## config.mk

```make
export PLATFORM = sky130hd
export DESIGN_NAME = cfg_verify_top
export DESIGN_NICKNAME = d
export VERILOG_FILES = /design/src/rtl/cv_pkg.sv /design/src/rtl/cv_join.sv /design/src/rtl/cv_mask_cmp.sv /design/src/rtl/cv_sat_cnt.sv /design/src/rtl/cv_len_ctrl.sv /design/src/rtl/cfg_verify_top.sv
export SDC_FILE = /design/constraint.sdc
export NUM_CORES = 1
export LEC_CHECK = 0
export ABC_CLOCK_PERIOD_IN_PS = 3500
export BUFFER_PORTS_ARGS = -buffer_cell sky130_fd_sc_hd__buf_2
export CORE_ASPECT_RATIO = 1.1
export CORE_MARGIN = 2
export CORE_UTILIZATION = 43
export CTS_BUF_LIST = sky130_fd_sc_hd__clkbuf_16
export DETAILED_ROUTE_END_ITERATION = 8
export PLACE_DENSITY_LB_ADDON = 0.2
export SKIP_CTS_REPAIR_TIMING = 1
export SLEW_MARGIN = 20
export SYNTH_ARGS = -nofsm -noshare
export SYNTH_HDL_FRONTEND = slang
export SYNTH_SLANG_ARGS = --single-unit
export TNS_END_PERCENT = 100
```

## constraint.sdc

```tcl
create_clock -name clk -period 3.5 [get_ports clk]
set_input_delay 0.35 -clock clk [delete_from_list [all_inputs] [get_ports clk]]
set_output_delay 0.35 -clock clk [all_outputs]
set_load 0.01 [all_outputs]
```

## src/rtl/cv_pkg.sv

```systemverilog
package cv_pkg;
  localparam int DEF_DATA_W = 8;
  localparam int DEF_ERR_W  = 4;
  localparam int DEF_LEN_W  = 20;

  typedef enum int {
    STR_RB   = 0,
    STR_GOLD = 1,
    STR_MASK = 2,
    STR_NUM  = 3
  } stream_idx_e;
endpackage

```

## src/rtl/cv_join.sv

```systemverilog
module cv_join #(
  parameter int N = 3
) (
  input  logic         enable,
  input  logic [N-1:0] valid,
  output logic [N-1:0] ready,
  output logic         fire
);
  logic all_valid;

  assign all_valid = &valid;
  assign fire      = enable & all_valid;

  for (genvar g = 0; g < N; g++) begin : g_rdy
    assign ready[g] = fire;
  end
endmodule

```

## src/rtl/cv_mask_cmp.sv

```systemverilog
module cv_mask_cmp #(
  parameter int W = 8
) (
  input  logic [W-1:0] rb,
  input  logic [W-1:0] gold,
  input  logic [W-1:0] mask,
  output logic         miss
);
  logic [W-1:0] bit_bad;

  for (genvar b = 0; b < W; b++) begin : g_bit
    assign bit_bad[b] = gold[b] ^ (mask[b] & rb[b]);
  end

  assign miss = |bit_bad;
endmodule

```

## src/rtl/cv_sat_cnt.sv

```systemverilog
module cv_sat_cnt #(
  parameter int W = 4
) (
  input  logic         clk,
  input  logic         rst_n,
  input  logic         clr,
  input  logic         inc,
  output logic [W-1:0] count
);
  localparam logic [W-1:0] TOP = {W{1'b1}};

  always_ff @(posedge clk) begin
    if (!rst_n) begin
      count <= '0;
    end else if (clr) begin
      count <= '0;
    end else if (inc && count != TOP) begin
      count <= count + 1'b1;
    end
  end
endmodule

```

## src/rtl/cv_len_ctrl.sv

```systemverilog
module cv_len_ctrl #(
  parameter int LEN_W = 20
) (
  input  logic             clk,
  input  logic             rst_n,
  input  logic             start,
  input  logic [LEN_W-1:0] len,
  input  logic             fire,
  output logic             busy,
  output logic             done
);
  logic [LEN_W-1:0] target;
  logic [LEN_W-1:0] seen;
  logic             last;

  assign last = (seen == target - 1'b1);

  always_ff @(posedge clk) begin
    if (!rst_n) begin
      target <= '0;
      seen   <= '0;
      busy   <= 1'b0;
      done   <= 1'b0;
    end else if (start) begin
      target <= len;
      seen   <= '0;
      busy   <= (len != '0);
      done   <= (len == '0);
    end else if (fire) begin
      if (last) begin
        busy <= 1'b0;
        done <= 1'b1;
      end else begin
        seen <= seen + 1'b1;
      end
    end
  end
endmodule

```

## src/rtl/cfg_verify_top.sv

```systemverilog
module cfg_verify_top
  import cv_pkg::*;
#(
  parameter int DATA_W = DEF_DATA_W,
  parameter int ERR_W  = DEF_ERR_W,
  parameter int LEN_W  = DEF_LEN_W
) (
  input  logic              clk,
  input  logic              rst_n,
  input  logic              start,
  input  logic [LEN_W-1:0]  byte_len,
  input  logic              clr,
  input  logic              rb_valid,
  output logic              rb_ready,
  input  logic [DATA_W-1:0] rb_data,
  input  logic              gold_valid,
  output logic              gold_ready,
  input  logic [DATA_W-1:0] gold_data,
  input  logic              mask_valid,
  output logic              mask_ready,
  input  logic [DATA_W-1:0] mask_data,
  output logic [ERR_W-1:0]  err_count,
  output logic              scrub_req,
  output logic              done
);
  localparam int NS = STR_NUM;

  logic [NS-1:0] valid_vec;
  logic [NS-1:0] ready_vec;
  logic          fire;
  logic          busy;
  logic          miss;

  assign valid_vec[STR_RB]   = rb_valid;
  assign valid_vec[STR_GOLD] = gold_valid;
  assign valid_vec[STR_MASK] = mask_valid;

  assign rb_ready   = ready_vec[STR_RB];
  assign gold_ready = ready_vec[STR_GOLD];
  assign mask_ready = ready_vec[STR_MASK];

  cv_join #(.N(NS)) u_join (
    .enable (busy),
    .valid  (valid_vec),
    .ready  (ready_vec),
    .fire   (fire)
  );

  cv_mask_cmp #(.W(DATA_W)) u_cmp (
    .rb   (rb_data),
    .gold (gold_data),
    .mask (mask_data),
    .miss (miss)
  );

  cv_sat_cnt #(.W(ERR_W)) u_errs (
    .clk   (clk),
    .rst_n (rst_n),
    .clr   (clr),
    .inc   (fire & miss),
    .count (err_count)
  );

  cv_len_ctrl #(.LEN_W(LEN_W)) u_len (
    .clk   (clk),
    .rst_n (rst_n),
    .start (start),
    .len   (byte_len),
    .fire  (fire),
    .busy  (busy),
    .done  (done)
  );

  always_ff @(posedge clk) begin
    if (!rst_n) scrub_req <= 1'b0;
    else        scrub_req <= fire & miss;
  end
endmodule

```

==> metrics.txt <==
outcome completed; final wirelength 6.86 mm; Tcrit/Tclk final 0.867; Design Power 1.33 mW; CP max-delay cell dfxtp_1; diode count 0; Synth top area share 0.312; Peak VDD IR roughly 0.26 mV; CTS Buf Count 5; Leak Pwr 1.37 nW; Initial Util 0.438; delay-heaviest family, CP simple AND/OR/NAND/NOR gates; mux share of post-synthesis cell area 0.0697; Hold Slack 314 ps; Area Overhead vs Synth 15.5%; WP buf/inv 2; worst hold path type in -> reg; Total Nets Final roughly 460; Reg clk slew, reported paths 70 ps; crit path time final approximately 3000 ps; WP data required 3690 ps; vias in the first global route 2524; die area around 0.0077 mm²; # DRC 0; Synth Net Count 414; Distinct cells, synth 54; r2r setup slk 470 ps; number of synthesized flops with an enable pin 0; Setup WS pre-CTS 482 ps; Reg2Reg Capture Point u_len.busy$_SDFFE_PN0P_; post-DR vias/cell 5.59; antenna viol nets, final 0; Setup TNS 0 ps; utilization after layout 0.506; initial antenna violation count 0; core area 0.00689 mm²; GR Overflow Total 0; post-synthesis cell area 0.00302 mm²; Synth Area in Adders 0.0124; fin worst setup slack 466 ps; reg2reg path depth 11; via count approximately 2800; Final Wtd Congestion roughly 0.85; Hold EP u_len.target[8]$_SDFFE_PN0P_; Fin Clk Skew 8.30 ps; Simple-Gate Fraction of Synth Area 0.297; crit path cell chain inv_1, ha_1, nor3b_4, nand4_1, or3_1, a21oi_1, o32ai_2, nor4_4, buf_12, nand2_2, a32o_1; Synth area leader dfxtp_1; type of the worst setup path reg -> reg; I/O pins 60; Most used DFF post-synth dfxtp_1; die width ~84 µm; GRT Total Usage 0.184; max_cap viols 0; Warnings, synthesis 0; share of cells above drive strength 1 0.225; Tightest Pin Transition around 860 ps; Syn Inst Count 360; DRT Pass-1 Iters 4; largest family of logic cells by synthesized area simple AND/OR/NAND/NOR gates; Worst EP arrival 3220 ps; ys async rst share 0; syn_area_per_cell ~8.4 µm²; hold path startpoint byte_len[8]; RSZ-0062 raised after global routing false; DR iter-0 viols 90; Clk Tree Root Cell clkbuf_16; xor/xnor share of the synthesized area 0.104; Sink Count 47; Seq/Total Area, Yosys 0.312; f_max 330 MHz; worst-skew pair later-pin latency ~290 ps; CP startpoint kind flop; Yosys reg bits 47; RR Startpoint u_len.target[0]$_SDFFE_PN0P_; detailed placement HPWL slightly above 5 mm; Critical Path End Type flop; Final Max Tran Viols 0; pin count of the biggest net entering global routing 42; delay of the slowest critical-path stage 380 ps; # setup viols final 0; wire per inst 13.9 µm; Hold Crit Depth 3; CTS tree yes; cell count along the critical path 11; I/O Buffers 59; Final Hold Viols 0; Pwr Density 381 mW/mm²; first-pass GRT wire length 11.8 mm; Std-Cell Rows 32; CP max FO 41; Synth Area in Compound Gates 0.153; die height 91.9 µm; headroom to the max-slew limit 0.427; H-tree lvl count 2; clk buf depth 2; Synth area leaders dfxtp_1, xnor2_1, mux2i_1, nor2_1, nand2_1
-- area by class of cell --
| cell class | count | area (µm²) |
|---|---|---|
| Tap cell | 85 | 106 |
| Fill cell | 693 | 3400 |
| Inverter | 7 | 26.3 |
| Clock inverter | 3 | 43.8 |
| Timing Repair Buffer | 61 | 323 |
| Multi-Input combinational cell | 285 | 1920 |
| Sequential cell | 47 | 941 |
| Clock buffer | 5 | 125 |
-- cell families (layout without fill, tap and decap cells) --
logic type      after synthesis  count (layout)
buf+inv                      28              76
flops                        47              47
xor+xnor                     36              36
simple gates                160             160
fa+ha+maj                     3               3
compound gates               65              65
mux                          21              21
-- metrics by stage --
| stage | area (µm²) | std cells |
|---|---|---|
| floorplan | 3020 | 360 |
| finish | 3490 | 493 |
| global route | 3490 | 493 |
| detailed placement | 3320 | 485 |
| CTS | 3490 | 493 |
| global placement | 3320 | 485 |
-- synthesized netlist by cell type (all sizes together), types with 2 or more instances --
library cell / count
dfxtp: 47
nor2: 39
nand2: 32
xnor2: 27
mux2i: 21
a21oi: 19
nand4: 14
o21ai: 14
nand3: 13
nor4: 13
or4: 13
or3: 12
clkbuf: 11
buf: 10
xor2: 9
inv: 7
o211ai: 7
o31ai: 7
nor3: 6
and3: 4
a31oi: 3
and2: 3
and4: 3
ha: 3
or2: 3
a211oi: 2
a22oi: 2
nand2b: 2
o41ai: 2
-- flip-flops by register name (all words and copies together) (netlist names) --
name          flops
scrub_req         1
u_errs.count      4
u_len.busy        1
u_len.done        1
u_len.seen       20
u_len.target     20
-- worst reg2reg max path, delay by kind of cell (launching register included) --
kind	cells	cell delay (ps)
AND/OR/NAND/NOR	5	1390
buffers and inverters	2	330
AO/OA/AOI/OAI	3	550
flip-flops	1	380
adder cells (fa/ha/maj)	1	280
-- worst max-delay path by stage --
stage,start,endpoint,slack [ps]
2_1_floorplan,u_len.target[0]$_SDFFE_PN0P_,u_len.busy$_SDFFE_PN0P_,790
3_3_place_gp,u_len.target[0]$_SDFFE_PN0P_,u_len.busy$_SDFFE_PN0P_,580
3_5_place_dp,u_len.target[0]$_SDFFE_PN0P_,u_len.busy$_SDFFE_PN0P_,480
4_1_cts,u_len.target[0]$_SDFFE_PN0P_,u_len.busy$_SDFFE_PN0P_,450
5_1_grt,u_len.target[0]$_SDFFE_PN0P_,u_len.seen[9]$_SDFFE_PP0P_,250
6_report,u_len.target[0]$_SDFFE_PN0P_,u_len.busy$_SDFFE_PN0P_,470
-- power breakdown --
| group | switching, mW | total [mW] | internal, mW |
|---|---|---|---|
| Sequential | 0.0254 | 0.576 | 0.550 |
| Clock | 0.205 | 0.542 | 0.337 |
| Combinational | 0.108 | 0.210 | 0.102 |
-- per-layer routing --
layer,part of all wire,global-route usage
met5,0,0
met4,0.012,0.0457
met3,0.039,0.0333
met2,0.47,0.303
met1,0.47,0.248
-- cell usage in the layout (no fill, tap or decap), drive strengths merged, types with 9 or more instances in the layout --
master / instances
buf: 61
dfxtp: 47
nor2: 39
nand2: 32
xnor2: 27
mux2i: 21
a21oi: 19
nand4: 14
o21ai: 14
nand3: 13
or4: 13
nor4: 13
or3: 12
xor2: 9
No activity file was read; power rests on OpenSTA's default activity.
